`config.mk`:
```
export PLATFORM = sky130hd
export DESIGN_NAME = serial_cfg_port
export DESIGN_NICKNAME = d
export VERILOG_FILES = /design/src/rtl/cfg_pkg.sv /design/src/rtl/cfg_line_sync.sv /design/src/rtl/cfg_shift_reg.sv /design/src/rtl/cfg_reg_bank.sv /design/src/rtl/serial_cfg_port.sv
export SDC_FILE = /design/constraint.sdc
export NUM_CORES = 1
export LEC_CHECK = 0
export BUFFER_PORTS_ARGS = -buffer_cell sky130_fd_sc_hd__buf_2
export CORE_MARGIN = 2
export CORE_UTILIZATION = 55
export CTS_BUF_LIST = sky130_fd_sc_hd__clkbuf_8
export CTS_CLUSTER_DIAMETER = 40
export DETAILED_ROUTE_END_ITERATION = 10
export PLACE_DENSITY = 0.76
export SYNTH_ARGS = -nofsm -noshare
export SYNTH_HDL_FRONTEND = slang
export SYNTH_HIERARCHICAL = 1
export SYNTH_SLANG_ARGS = --single-unit
```
`constraint.sdc`:
```
create_clock -name clk -period 1.8 [get_ports clk]
set_clock_uncertainty 0.2 [all_clocks]
set_input_delay 0.09 -clock clk [delete_from_list [all_inputs] [get_ports clk]]
set_output_delay 0.09 -clock clk [all_outputs]
set_load 0.02 [all_outputs]
```
`src/rtl/cfg_pkg.sv`:
```
package cfg_pkg;
   localparam int unsigned CFG_PAY_W  = 6;
   localparam int unsigned CFG_ADDR_W = 2;
   localparam int unsigned CFG_NREG   = 1 << CFG_ADDR_W;

   // Register defaults, index 3 down to 0.
   // reg0/reg1: conversion code 1110 (mode 3), calibration off, reserved 0
   // reg2     : time 00, level 1001
   // reg3     : pre-trigger 00, reserved 0000
   localparam logic [CFG_NREG-1:0][CFG_PAY_W-1:0] CFG_DEFAULTS =
      {6'b000000, 6'b001001, 6'b111000, 6'b111000};

   function automatic logic [2:0] conv_mode_of(input logic [3:0] code);
      case (code)
         4'b0101: return 3'd1;
         4'b0011: return 3'd2;
         4'b1110: return 3'd3;
         4'b1100: return 3'd4;
         4'b1010: return 3'd5;
         default: return 3'd3;
      endcase
   endfunction

   function automatic logic [1:0] pretrig_of(input logic [1:0] sel);
      if (sel[1])      return 2'd2;
      else if (sel[0]) return 2'd1;
      else             return 2'd0;
   endfunction
endpackage

```
`src/rtl/cfg_line_sync.sv`:
```
module cfg_line_sync #(
   parameter int unsigned STAGES  = 2,
   parameter logic        RST_VAL = 1'b0
) (
   input  logic clk,
   input  logic rst,
   input  logic d,
   output logic lvl,
   output logic rise
);
   logic prev;

   generate
      if (STAGES == 1) begin : g_bad
         $error("cfg_line_sync: STAGES must be 0 or at least 2");
      end
      if (STAGES == 0) begin : g_bypass
         assign lvl = d;
      end else begin : g_chain
         logic [STAGES-1:0] chain;
         always_ff @(posedge clk or posedge rst) begin
            if (rst) chain <= {STAGES{RST_VAL}};
            else     chain <= {chain[STAGES-2:0], d};
         end
         assign lvl = chain[STAGES-1];
      end
   endgenerate

   always_ff @(posedge clk or posedge rst) begin
      if (rst) prev <= RST_VAL;
      else     prev <= lvl;
   end

   assign rise = lvl & ~prev;

   // a rising-edge pulse never lasts two cycles
   AST_RISE_SINGLE: assert property (@(posedge clk) disable iff (rst)
      rise |=> !rise);
endmodule

```
`src/rtl/cfg_shift_reg.sv`:
```
module cfg_shift_reg #(
   parameter int unsigned WIDTH = 8
) (
   input  logic             clk,
   input  logic             rst,
   input  logic             shift_en,
   input  logic             din,
   output logic [WIDTH-1:0] q
);
   generate
      if (WIDTH < 2) begin : g_bad
         $error("cfg_shift_reg: WIDTH must be at least 2");
      end
   endgenerate

   always_ff @(posedge clk or posedge rst) begin
      if (rst)           q <= '0;
      else if (shift_en) q <= {q[WIDTH-2:0], din};
   end

   AST_HOLD_WHEN_IDLE: assert property (@(posedge clk) disable iff (rst)
      !shift_en |=> $stable(q));
   AST_NEWEST_AT_LSB: assert property (@(posedge clk) disable iff (rst)
      shift_en |=> q[0] == $past(din));
endmodule

```
`src/rtl/cfg_reg_bank.sv`:
```
module cfg_reg_bank #(
   parameter int unsigned PAY_W  = 6,
   parameter int unsigned ADDR_W = 2,
   localparam int unsigned NREG  = 1 << ADDR_W,
   parameter logic [NREG-1:0][PAY_W-1:0] DEFAULTS = '0
) (
   input  logic                       clk,
   input  logic                       rst,
   input  logic                       wr_en,
   input  logic [ADDR_W-1:0]          wr_addr,
   input  logic [PAY_W-1:0]           wr_data,
   output logic [NREG-1:0][PAY_W-1:0] q
);
   logic [NREG-1:0] wr_sel;

   generate
      if (PAY_W == 0 || ADDR_W == 0) begin : g_bad
         $error("cfg_reg_bank: PAY_W and ADDR_W must be non-zero");
      end
      for (genvar i = 0; i < NREG; i++) begin : g_reg
         assign wr_sel[i] = wr_en && (wr_addr == ADDR_W'(i));

         always_ff @(posedge clk or posedge rst) begin
            if (rst)            q[i] <= DEFAULTS[i];
            else if (wr_sel[i]) q[i] <= wr_data;
         end

         AST_WRITE_LANDS: assert property (@(posedge clk) disable iff (rst)
            (wr_en && wr_addr == ADDR_W'(i)) |=> q[i] == $past(wr_data));
         AST_OTHERS_HOLD: assert property (@(posedge clk) disable iff (rst)
            !(wr_en && wr_addr == ADDR_W'(i)) |=> $stable(q[i]));
      end
   endgenerate

   AST_ONE_TARGET: assert property (@(posedge clk) disable iff (rst)
      $onehot0(wr_sel));
endmodule

```
`src/rtl/serial_cfg_port.sv`:
```
module serial_cfg_port
   import cfg_pkg::*;
#(
   parameter int unsigned SYNC_STAGES = 2,
   parameter int unsigned PAY_W       = CFG_PAY_W,
   parameter int unsigned ADDR_W      = CFG_ADDR_W
) (
   input  logic       clk,
   input  logic       rst,
   input  logic       cfg_sclk,
   input  logic       cfg_sdat,
   input  logic       cfg_latch,
   output logic [2:0] ch1_conv_mode,
   output logic       ch1_offset_cal,
   output logic [2:0] ch2_conv_mode,
   output logic       ch2_offset_cal,
   output logic [1:0] thr_time,
   output logic [3:0] thr_level,
   output logic [1:0] pretrig_mode
);
   localparam int unsigned BYTE_W = PAY_W + ADDR_W;
   localparam int unsigned NREG   = 1 << ADDR_W;

   generate
      if (PAY_W != CFG_PAY_W || ADDR_W != CFG_ADDR_W) begin : g_bad
         $error("serial_cfg_port: field decode needs a 6-bit payload and 2-bit address");
      end
   endgenerate

   logic sclk_lvl, sclk_rise;
   logic dat_lvl, dat_rise;
   logic lat_lvl, lat_rise;
   logic shift_en;
   logic [BYTE_W-1:0]          sh_byte;
   logic [NREG-1:0][PAY_W-1:0] regs;

   cfg_line_sync #(.STAGES(SYNC_STAGES), .RST_VAL(1'b0)) u_sync_clk (
      .clk(clk), .rst(rst), .d(cfg_sclk), .lvl(sclk_lvl), .rise(sclk_rise));
   cfg_line_sync #(.STAGES(SYNC_STAGES), .RST_VAL(1'b0)) u_sync_dat (
      .clk(clk), .rst(rst), .d(cfg_sdat), .lvl(dat_lvl), .rise(dat_rise));
   // latch idles high so that reset release never looks like a commit
   cfg_line_sync #(.STAGES(SYNC_STAGES), .RST_VAL(1'b1)) u_sync_lat (
      .clk(clk), .rst(rst), .d(cfg_latch), .lvl(lat_lvl), .rise(lat_rise));

   assign shift_en = sclk_rise & ~lat_lvl;

   cfg_shift_reg #(.WIDTH(BYTE_W)) u_shift (
      .clk(clk), .rst(rst), .shift_en(shift_en), .din(dat_lvl), .q(sh_byte));

   cfg_reg_bank #(.PAY_W(PAY_W), .ADDR_W(ADDR_W), .DEFAULTS(CFG_DEFAULTS)) u_bank (
      .clk(clk), .rst(rst), .wr_en(lat_rise),
      .wr_addr(sh_byte[ADDR_W-1:0]), .wr_data(sh_byte[BYTE_W-1:ADDR_W]),
      .q(regs));

   // payload bit p maps to byte bit p+2; bit 0 of regs 0, 1 and bits 3:0 of reg 3 are reserved
   always_comb begin
      ch1_conv_mode  = conv_mode_of(regs[0][5:2]);
      ch1_offset_cal = regs[0][1];
      ch2_conv_mode  = conv_mode_of(regs[1][5:2]);
      ch2_offset_cal = regs[1][1];
      thr_time       = regs[2][5:4];
      thr_level      = regs[2][3:0];
      pretrig_mode   = pretrig_of(regs[3][5:4]);
   end

   AST_CAL_FOLLOWS_BYTE: assert property (@(posedge clk) disable iff (rst)
      (lat_rise && sh_byte[1:0] == 2'b00) |=> ch1_offset_cal == $past(sh_byte[3]));
   AST_LEVEL_FOLLOWS_BYTE: assert property (@(posedge clk) disable iff (rst)
      (lat_rise && sh_byte[1:0] == 2'b10) |=> thr_level == $past(sh_byte[5:2]));
   AST_MODE_IN_RANGE: assert property (@(posedge clk) disable iff (rst)
      ch1_conv_mode != 3'd0 && ch1_conv_mode <= 3'd5 &&
      ch2_conv_mode != 3'd0 && ch2_conv_mode <= 3'd5);
   AST_PRETRIG_IN_RANGE: assert property (@(posedge clk) disable iff (rst)
      pretrig_mode != 2'd3);
   AST_RESET_DEFAULTS: assert property (@(posedge clk) disable iff (rst)
      $fell(rst) |-> ch1_conv_mode == 3'd3 && ch2_conv_mode == 3'd3 &&
      !ch1_offset_cal && !ch2_offset_cal && thr_time == 2'b00 &&
      thr_level == 4'b1001 && pretrig_mode == 2'd0);
endmodule

```
# Word-level counts from Yosys, hierarchy flattened
# Index checks and enable logic that the tools add are counted.
totals:
  in_bits: 5
  out_inout_bits: 16
  register_bits: 40
classes:
  bitwise: 6
  n_mux: 4
  n_eq_ne: 11
  n_reduce_logical: 5
op_table:
  columns: ["cell", "n"]
  rows:
  - ["one-hot mux 3 bit (4 select lines)", 2]
  - ["== test 4 bit (second input constant)", 4]
  - ["== test 4 x 2 -> 1 bit (second input constant)", 2]
  - ["== test 4 x 3 -> 1 bit (second input constant)", 2]
  - ["== test 2 bit (second input constant)", 2]
  - ["logical AND 1 bit", 4]
  - ["AND 1 bit", 3]
  - ["NOT 1 bit", 3]
  - ["== test 2 x 1 -> 1 bit (second input constant)", 1]
  - ["logical NOT 2 bit", 1]
  - ["2-to-1 mux 2 bit", 1]
  - ["2-to-1 mux 1 bit", 1]

# Longest topological paths before layout
# Gate-level depths: netlist of the first run.
logic_depth:
  depth_word: 3
  depth_mapped: 4
  depth_no_buf: 3

# Modules after synthesis
# The synthesis of the first run kept the hierarchy.
modules_own_cells:
  columns: ["mod", "area_per_inst_um2", "n_inst", "cells_per_inst"]
  rows:
  - ["cfg_reg_bank", 930.9, 1, 53]
  - ["cfg_shift_reg", 335.3, 1, 18]
  - ["cfg_line_sync (u_sync_clk ...)", 92.6, 2, 5]
  - ["serial_cfg_port", 140.1, 1, 19]
  - ["cfg_line_sync (u_sync_lat)", 96.3, 1, 5]

# Worst setup path after synthesis of the first run
# No wires, ideal clock.
synth_path:
  path_kind: "register to register"
  startpoint: "reg u_sync_lat.g_chain.chain[1]"
  endpoint: "reg u_bank/q[0] (netlist name)"
  arrival_time_ns: 1.351
  setup_time_ns: 0.125
  required_time_ns: 1.475
  path_buffers: 0
  stages_incl_launch_ff: 4
  slack_ns: 0.124
  cell_sequence: "dfstp_2 > nor2b_4 > nor3b_4 > mux2_2"
synth_between:
  elab_chain_len: 2
synth_rtl:
  columns: ["item", "line_no", "text"]
  rows:
  - ["start, declared", "cfg_line_sync.sv:20", "logic [STAGES-1:0] chain;"]
  - ["start signal, assigned", "cfg_line_sync.sv:22", "if (rst) chain <= {STAGES{RST_VAL}};"]
  - ["start signal, assigned", "cfg_line_sync.sv:23", "else chain <= {chain[STAGES-2:0], d};"]
  - ["AND 1 bit", "cfg_line_sync.sv:34", "assign rise = lvl & ~prev;"]
  - ["net lat_rise", "serial_cfg_port.sv:32", "logic lat_lvl, lat_rise;"]
  - ["logical AND 1 bit", "cfg_reg_bank.sv:21", "assign wr_sel[i] = wr_en && (wr_addr == ADDR_W'(i));"]
  - ["end signal, assigned by index", "cfg_reg_bank.sv:24", "if (rst) q[i] <= DEFAULTS[i];"]
  - ["end signal, assigned by index", "cfg_reg_bank.sv:25", "else if (wr_sel[i]) q[i] <= wr_data;"]
  - ["end, declared", "cfg_reg_bank.sv:12", "output logic [NREG-1:0][PAY_W-1:0] q"]
# The timed path passes the listed nets, and every way through them passes these cells.
# A chain may end at the register's enable or synchronous reset.

# Worst setup path after layout of the first run
layout_path:
  startpoint: "reg u_sync_lat.g_chain.chain[1]"
  endpoint: "reg u_bank/q[2] (netlist name)"
# The elaborated chain is that of the path after synthesis.

==> results of run 1 <==
## layout by cell type, fill, tap and decap left out
master,instances
sky130_fd_sc_hd__a31oi_1,1
sky130_fd_sc_hd__and4bb_2,1
sky130_fd_sc_hd__and3_2,1
sky130_fd_sc_hd__dfrtp_1,23
sky130_fd_sc_hd__clkbuf_8,6
sky130_fd_sc_hd__buf_4,2
sky130_fd_sc_hd__a22oi_1,2
sky130_fd_sc_hd__buf_2,20
sky130_fd_sc_hd__mux2_4,8
sky130_fd_sc_hd__nor2b_1,7
sky130_fd_sc_hd__nand3b_2,2
sky130_fd_sc_hd__dlygate4sd3_1,4
sky130_fd_sc_hd__dfstp_2,11
sky130_fd_sc_hd__and4bb_1,1
sky130_fd_sc_hd__clkinv_2,1
sky130_fd_sc_hd__mux2_2,18
sky130_fd_sc_hd__nor2b_4,2
sky130_fd_sc_hd__nand3_1,1
sky130_fd_sc_hd__xor2_1,3
sky130_fd_sc_hd__inv_1,7
sky130_fd_sc_hd__a21oi_1,1
sky130_fd_sc_hd__nor3b_4,1
sky130_fd_sc_hd__o21a_1,1
## power by group
part	leakage (nW)	switching (mW)	internal, mW
clock	0.0524	0.247	0.302
sequential	0.405	0.235	1.05
combinational	0.390	0.312	0.380
## critical path: cells and delay by family (launching register included)
kind             cells  cell delay, ns
flip-flops           1            0.54
AND/OR/NAND/NOR      2            0.45
multiplexers         1            0.38
## through the flow
step | power (mW) | hold WS [ns] | area [um^2]
after floorplan | 1.76 | -0.369 | 1430
after global placement | 1.95 | -0.221 | 1570
after detailed placement | 1.99 | -0.220 | 1570
after CTS | 2.56 | 0.0246 | 1700
after global routing | 2.68 | 0.0587 | 1700
final | 2.52 | 0.0344 | 1700
## metal layers
layer	track usage	part of all wire	wire length (um)	vias to the layer above
li1	-	-	-	376
met1	0.240	0.44	1010	408
met2	0.286	0.50	1140	17
met3	0.0484	0.038	86	5
met4	0.146	0.023	53	0
met5	0	0	0	-
## sequential cells by signal (all words and copies together) (netlist names)
register	count
u_bank/q	18
u_shift/q	8
u_sync_clk/g_chain.chain	2
u_sync_dat/g_chain.chain	2
u_sync_lat/g_chain.chain	2
u_sync_clk/prev	1
u_sync_lat/prev	1
## path summary, 6_finish.rpt
check	from	end	slack [ns]	cells after the start
worst max-delay path	u_sync_lat/g_chain.chain[1]$_DFF_PP1_	u_bank/q[2]$_DFFE_PP0P_	0.12	3
worst min-delay path	rst	u_sync_dat/g_chain.chain[0]$_DFF_PP0_	0.03	3
worst max register to register	u_sync_lat/g_chain.chain[1]$_DFF_PP1_	u_bank/q[2]$_DFFE_PP0P_	0.12	3
worst min register to register	u_sync_clk/g_chain.chain[0]$_DFF_PP0_	u_sync_clk/g_chain.chain[1]$_DFF_PP0_	0.16	0
max in group asynchronous	rst	u_bank/q[7]$_DFFE_PP0P_	0.68	3
min in group clk	u_sync_clk/g_chain.chain[0]$_DFF_PP0_	u_sync_clk/g_chain.chain[1]$_DFF_PP0_	0.16	0
## timing repair
action,in CTS,in global routing
hold buffers,4,0
endpoints found under the hold margin,29,0
setup buffers,0,0
## area by class of cell
| type | instances | area (um^2) |
|---|---|---|
| Multi-Input combinational cell | 50 | 533 |
| Clock inverter | 2 | 8.76 |
| Sequential cell | 34 | 865 |
| Timing Repair Buffer | 26 | 155 |
| Fill cell | 192 | 773 |
| Inverter | 6 | 22.5 |
| Clock buffer | 6 | 82.6 |
| Tap cell | 30 | 37.5 |
==> implementation parameters, run 1 <==
Parameter                              Value

Outcome
  Outcome ... finished, final reports clean

Placed design
  Final HPWL from detailed placement ... 1630 um
  Cell total after placement ... 142
  Setup slack at placement ... 0.119 ns
  Buffers added on ports ... 20
  Global placement routability congestion ... 0.700

GRT
  Global-route wire length before repair ... 3700 um
  Via count of the first global-routing pass ... 784
  GRT Residual Overflow ... 0
  Initial antenna violation count ... 0
  All-Layer GR Usage ... 0.192
  Largest net degree at the start of global routing ... 19

Logic synthesis
  Cell area after technology mapping ... 0.00143 mm^2
  Post-Synthesis Mean Instance Area ... 15.7 um^2
  Nets in the synthesized netlist ... 96
  Instance count of the mapped netlist ... 91
  Number of warnings reported in the yosys synthesis log ... 6

Detailed routing
  Detailed router's first-iteration violation count ... 5
  Average via count per standard cell ... 5.23
  DRC Markers ... 0
  Vias post-DR ... 806
  Wire length after detailed routing ... 2290 um
  1st-pass router iterations ... 4
  Routed length per placed instance ... 14.9 um
  Post-route antenna net violation count ... 0

Timing
  Final setup fails ... 0
  Headroom to the max-slew limit ... 0.550
  Setup slack of the critical path after layout ... 0.119 ns
  Final worst path period share ... 0.934
  Tightest Pin Transition ... 0.675 ns
  RSZ-0062 raised after global routing ... false
  Final period demand of the worst path ... 1.68 ns
  Fin. max-slew vios ... 0
  Maximum operating frequency ... 595 MHz
  Number of hold violations in the final report ... 0
  Final sum of negative setup slack ... 0 ns

Floorplanning
  Initial core utilization ... 0.578
  Number of placement rows ... 18
  Placeable Area ... 0.00248 mm^2
  Chip height ... 55.0 um
  Die W ... 55.0 um
  DIE AREA ... 0.00303 mm^2
  Ports placed on the boundary ... 21

Clock tree
  CTS resizes ... 0
  Root cell of the clock tree ... sky130_fd_sc_hd__clkbuf_8
  Clock buffer count from CTS ... 5
  Clock latency of the later-clocked register in the worst-skew pair ... 0.28 ns
  TritonCTS sink count ... 34
  Number of H-tree levels ... 2
  Clock Pin Slew Worst Setup and Hold Paths ... 0.06 ns
  Clock tree from TritonCTS ... yes
  Maximum count of clock buffers along a single path ... 2

Finish
  Nets ... 128
  Diode count ... 0
  Post-route non-filler standard cell count ... 154
  Fraction of layout cells with a size suffix above 1 ... 0.589
  Syn-to-layout area delta ... 19.1%
  Utilization after layout ... 0.688

Setup path
  Slowest stage delay, CP ... 0.54 ns
  Worst Path Required ... 1.77 ns
  Setup crit end kind ... flop
  Library cell contributing the largest single delay on the critical path ... sky130_fd_sc_hd__dfstp_2
  CP Launch Type ... flop
  Worst EP arrival ... 1.65 ns
  Crit Path Class ... reg2reg
  CP Max Fanout ... 5
  Critical Path, Cell by Cell ... nor2b_4, nor3b_4, mux2_2

Pwr
  Power Density ... 1480 mW/mm^2
  Largest voltage drop on the vdd net ... 1.04 mV
  Leakage component of the power ... 0.848 nW

Flow run
  Maximum Capacitance Violations ... 0

Worst hold path
  Hold WC Path Type ... in2async
Note: power is estimated with default switching activity, not from simulation.
==> inputs of run 2 (changes only) <==
--- a/config.mk
+++ b/config.mk
@@ -7,11 +7,11 @@
 export LEC_CHECK = 0
 export BUFFER_PORTS_ARGS = -buffer_cell sky130_fd_sc_hd__buf_2
 export CORE_MARGIN = 2
-export CORE_UTILIZATION = 55
+export CORE_UTILIZATION = 59
 export CTS_BUF_LIST = sky130_fd_sc_hd__clkbuf_8
 export CTS_CLUSTER_DIAMETER = 40
 export DETAILED_ROUTE_END_ITERATION = 10
-export PLACE_DENSITY = 0.76
+export PLACE_DENSITY = 0.81
 export SYNTH_ARGS = -nofsm -noshare
 export SYNTH_HDL_FRONTEND = slang
 export SYNTH_HIERARCHICAL = 1
==> implementation parameters, run 2 (synthesized netlist as in run 1, its figures left out) <==
Parameter                              Value

Setup path
  Buffering stage count on the worst path with inverters included ... 0 (unchanged)
  Library cell contributing the largest single delay on the critical path ... sky130_fd_sc_hd__dfstp_2 (unchanged)
  Worst R2R Setup Slack ... 0.10 ns (was 0.12 ns)
  Critical Path, Cell by Cell ... nor2b_4, nor3b_4, mux2_2 (unchanged)
  Crit Path Class ... reg2reg (unchanged)
  Worst flop-to-flop path endpoint ... u_bank/q[2]$_DFFE_PP0P_ (unchanged)
  Worst Path Required ... 1.76 ns (was 1.77 ns)
  Slowest stage delay, CP ... 0.55 ns (was 0.54 ns)
  CP Launch Type ... flop (unchanged)
  Critical R2R Launch ... u_sync_lat/g_chain.chain[1]$_DFF_PP1_ (unchanged)
  Gate family responsible for the most delay along the worst path ... flip-flops (unchanged)
  CP Max Fanout ... 5 (unchanged)
  Setup crit end kind ... flop (unchanged)
  Worst EP arrival ... 1.66 ns (was 1.65 ns)
  Worst Reg-to-Reg Cells ... 3 (unchanged)

GRT
  Global-route wire length before repair ... 4330 um (was 3700 um)
  Largest net degree at the start of global routing ... 19 (unchanged)
  Via count of the first global-routing pass ... 949 (was 784)
  All-Layer GR Usage ... 0.230 (was 0.192)
  Initial antenna violation count ... 0 (unchanged)
  GRT Residual Overflow ... 0 (unchanged)

Flow run
  Maximum Capacitance Violations ... 0 (unchanged)

Clock tree
  Clock tree from TritonCTS ... yes (unchanged)
  Number of H-tree levels ... 2 (unchanged)
  Root cell of the clock tree ... sky130_fd_sc_hd__clkbuf_8 (unchanged)
  Clock latency of the later-clocked register in the worst-skew pair ... 0.28 ns (about the same)
  Maximum count of clock buffers along a single path ... 2 (unchanged)
  Clock buffer count from CTS ... 5 (unchanged)
  Count of buffers added by post-CTS timing repair for setup ... 0 (unchanged)
  TritonCTS sink count ... 34 (unchanged)
  Clock Pin Slew Worst Setup and Hold Paths ... 0.07 ns (was 0.06 ns)

Placed design
  Final HPWL from detailed placement ... 1760 um (was 1630 um)
  Total placed instance area ... 0.00157 mm^2 (about the same)
  Buffers added on ports ... 20 (unchanged)
  Global placement routability congestion ... 0.710 (was 0.700)

Timing
  RSZ-0062 raised after global routing ... false (unchanged)
  Headroom to the max-slew limit ... 0.549 (was 0.550)
  Tightest Pin Transition ... 0.676 ns (was 0.675 ns)
  WHS ... 0.0498 ns (was 0.0344 ns)
  Number of hold violations in the final report ... 0 (unchanged)
  Final setup fails ... 0 (unchanged)
  Final worst path period share ... 0.944 (was 0.934)
  Final period demand of the worst path ... 1.70 ns (was 1.68 ns)
  Fin. max-slew vios ... 0 (unchanged)
  Maximum operating frequency ... 588 MHz (was 595 MHz)
  Final sum of negative setup slack ... 0 ns (unchanged)

Floorplanning
  Die W ... 53.3 um (was 55.0 um)
  Placeable Area ... 0.00225 mm^2 (was 0.00248 mm^2)
  DIE AREA ... 0.00284 mm^2 (was 0.00303 mm^2)
  Number of placement rows ... 17 (was 18)
  Initial core utilization ... 0.635 (was 0.578)
  Chip height ... 53.3 um (was 55.0 um)
  Ports placed on the boundary ... 21 (unchanged)

Detailed routing
  Wire length after detailed routing ... 2600 um (was 2290 um)
  DRC Markers ... 0 (unchanged)
  Post-route antenna net violation count ... 0 (unchanged)
  Vias post-DR ... 843 (was 806)
  Average via count per standard cell ... 5.55 (was 5.23)
  Detailed router's first-iteration violation count ... 10 (was 5)
  Routed length per placed instance ... 17.1 um (was 14.9 um)
  1st-pass router iterations ... 4 (unchanged)

Pwr
  Leakage component of the power ... 0.867 nW (was 0.848 nW)
  Power Density ... 1630 mW/mm^2 (was 1480 mW/mm^2)
  Largest voltage drop on the vdd net ... 1.28 mV (was 1.04 mV)

Finish
  Top flop regs ... u_bank/q: 18 flops, u_shift/q: 8 flops (unchanged)
  Diode count ... 0 (unchanged)
  FILL cells ... 145 (was 192)
  Utilization after layout ... 0.777 (was 0.688)
  Top register by number of flip-flops ... u_bank/q (unchanged)
  Non-Filler Cell Area, Final ... 0.00175 mm^2 (was 0.00170 mm^2)
  Most common library cell in the layout ignoring fill and taps ... sky130_fd_sc_hd__dfrtp_1 (unchanged)
  Flip-flop count of the largest register after layout ... 18 (unchanged)
  Commonest non-fill, non-tap cells in the layout ... sky130_fd_sc_hd__dfrtp_1 (23), sky130_fd_sc_hd__buf_2 (20), sky130_fd_sc_hd__mux2_2 (18) (unchanged)
  Nets ... 128 (unchanged)
  Fraction of layout cells with a size suffix above 1 ... 0.597 (was 0.589)
  Syn-to-layout area delta ... 22.5% (was 19.1%)

Outcome
  Outcome ... finished, final reports clean (unchanged)

Worst hold path
  Hold WC Path Type ... in2async (unchanged)
run 2: changes by cell type in the layout (fill, tap and decap cells not counted):
cell and change:
sky130_fd_sc_hd__inv_1 -1, sky130_fd_sc_hd__bufinv_16 +2, sky130_fd_sc_hd__clkinv_2 -1
run 2: how the worst max path moves through the flow:
stage                                          start  slack, ns                 endpoint  cells past startpoint
4_1_cts        u_sync_lat/g_chain.chain[1]$_DFF_PP1_       0.11  u_bank/q[2]$_DFFE_PP0P_                      3
3_5_place_dp   u_sync_lat/g_chain.chain[1]$_DFF_PP1_       0.13  u_bank/q[2]$_DFFE_PP0P_                      3
6_report       u_sync_lat/g_chain.chain[1]$_DFF_PP1_       0.10  u_bank/q[2]$_DFFE_PP0P_                      3
3_3_place_gp   u_sync_lat/g_chain.chain[1]$_DFF_PP1_       0.18  u_bank/q[2]$_DFFE_PP0P_                      3
5_1_grt        u_sync_lat/g_chain.chain[1]$_DFF_PP1_       0.06  u_bank/q[2]$_DFFE_PP0P_                      3
2_1_floorplan  u_sync_lat/g_chain.chain[1]$_DFF_PP1_       0.15  u_bank/q[1]$_DFFE_PP0P_                      3
run 2: through the flow:
step | power, mW | worst slack (ns) | cells
floorplan | 1.76 | 0.154 | 91
global placement | 1.94 | 0.177 | 140
detailed placement | 2.00 | 0.133 | 140
CTS | 2.86 | 0.105 | 152
global route | 2.99 | 0.0649 | 152
finish | 2.85 | 0.101 | 152
run 2: metal layers:
metal  routed length, um  vias to the layer above  global-route usage
met5                   0                        -                   0
met4                  59                        0              0.0897
met3                  84                        9              0.0593
met2                1450                       26               0.416
met1                1010                      429               0.254
li1                    -                      379                   -
run 2: area by class of cell:
cell class	instances	area (um^2)	share of cell area
clock buffer	6	82.6	0.0471
multi-input combinational	50	533	0.304
clock inverter	2	60.1	0.0343
timing repair buffer	26	155	0.0885
sequential	34	865	0.493
tap	28	35.0	0.0200
inverter	6	22.5	0.0128
run 2: power by group:
part | total [mW] | leakage (nW) | internal [mW] | switching (mW)
Sequential | 1.29 | 0.405 | 1.05 | 0.240
Clock | 0.851 | 0.0714 | 0.590 | 0.261
Combinational | 0.710 | 0.390 | 0.380 | 0.330
run 2: repair_timing:
item	4_1_cts	5_1_grt
hold buffers	4	0
endpoints found under the hold margin	29	0
gates resized for setup	0	0
setup endpoints to repair	0	0
run 2: tightest hold or removal path: cells and delay by family:
kind | cells | cell delay [ns]
buf+inv | 3 | 0.78
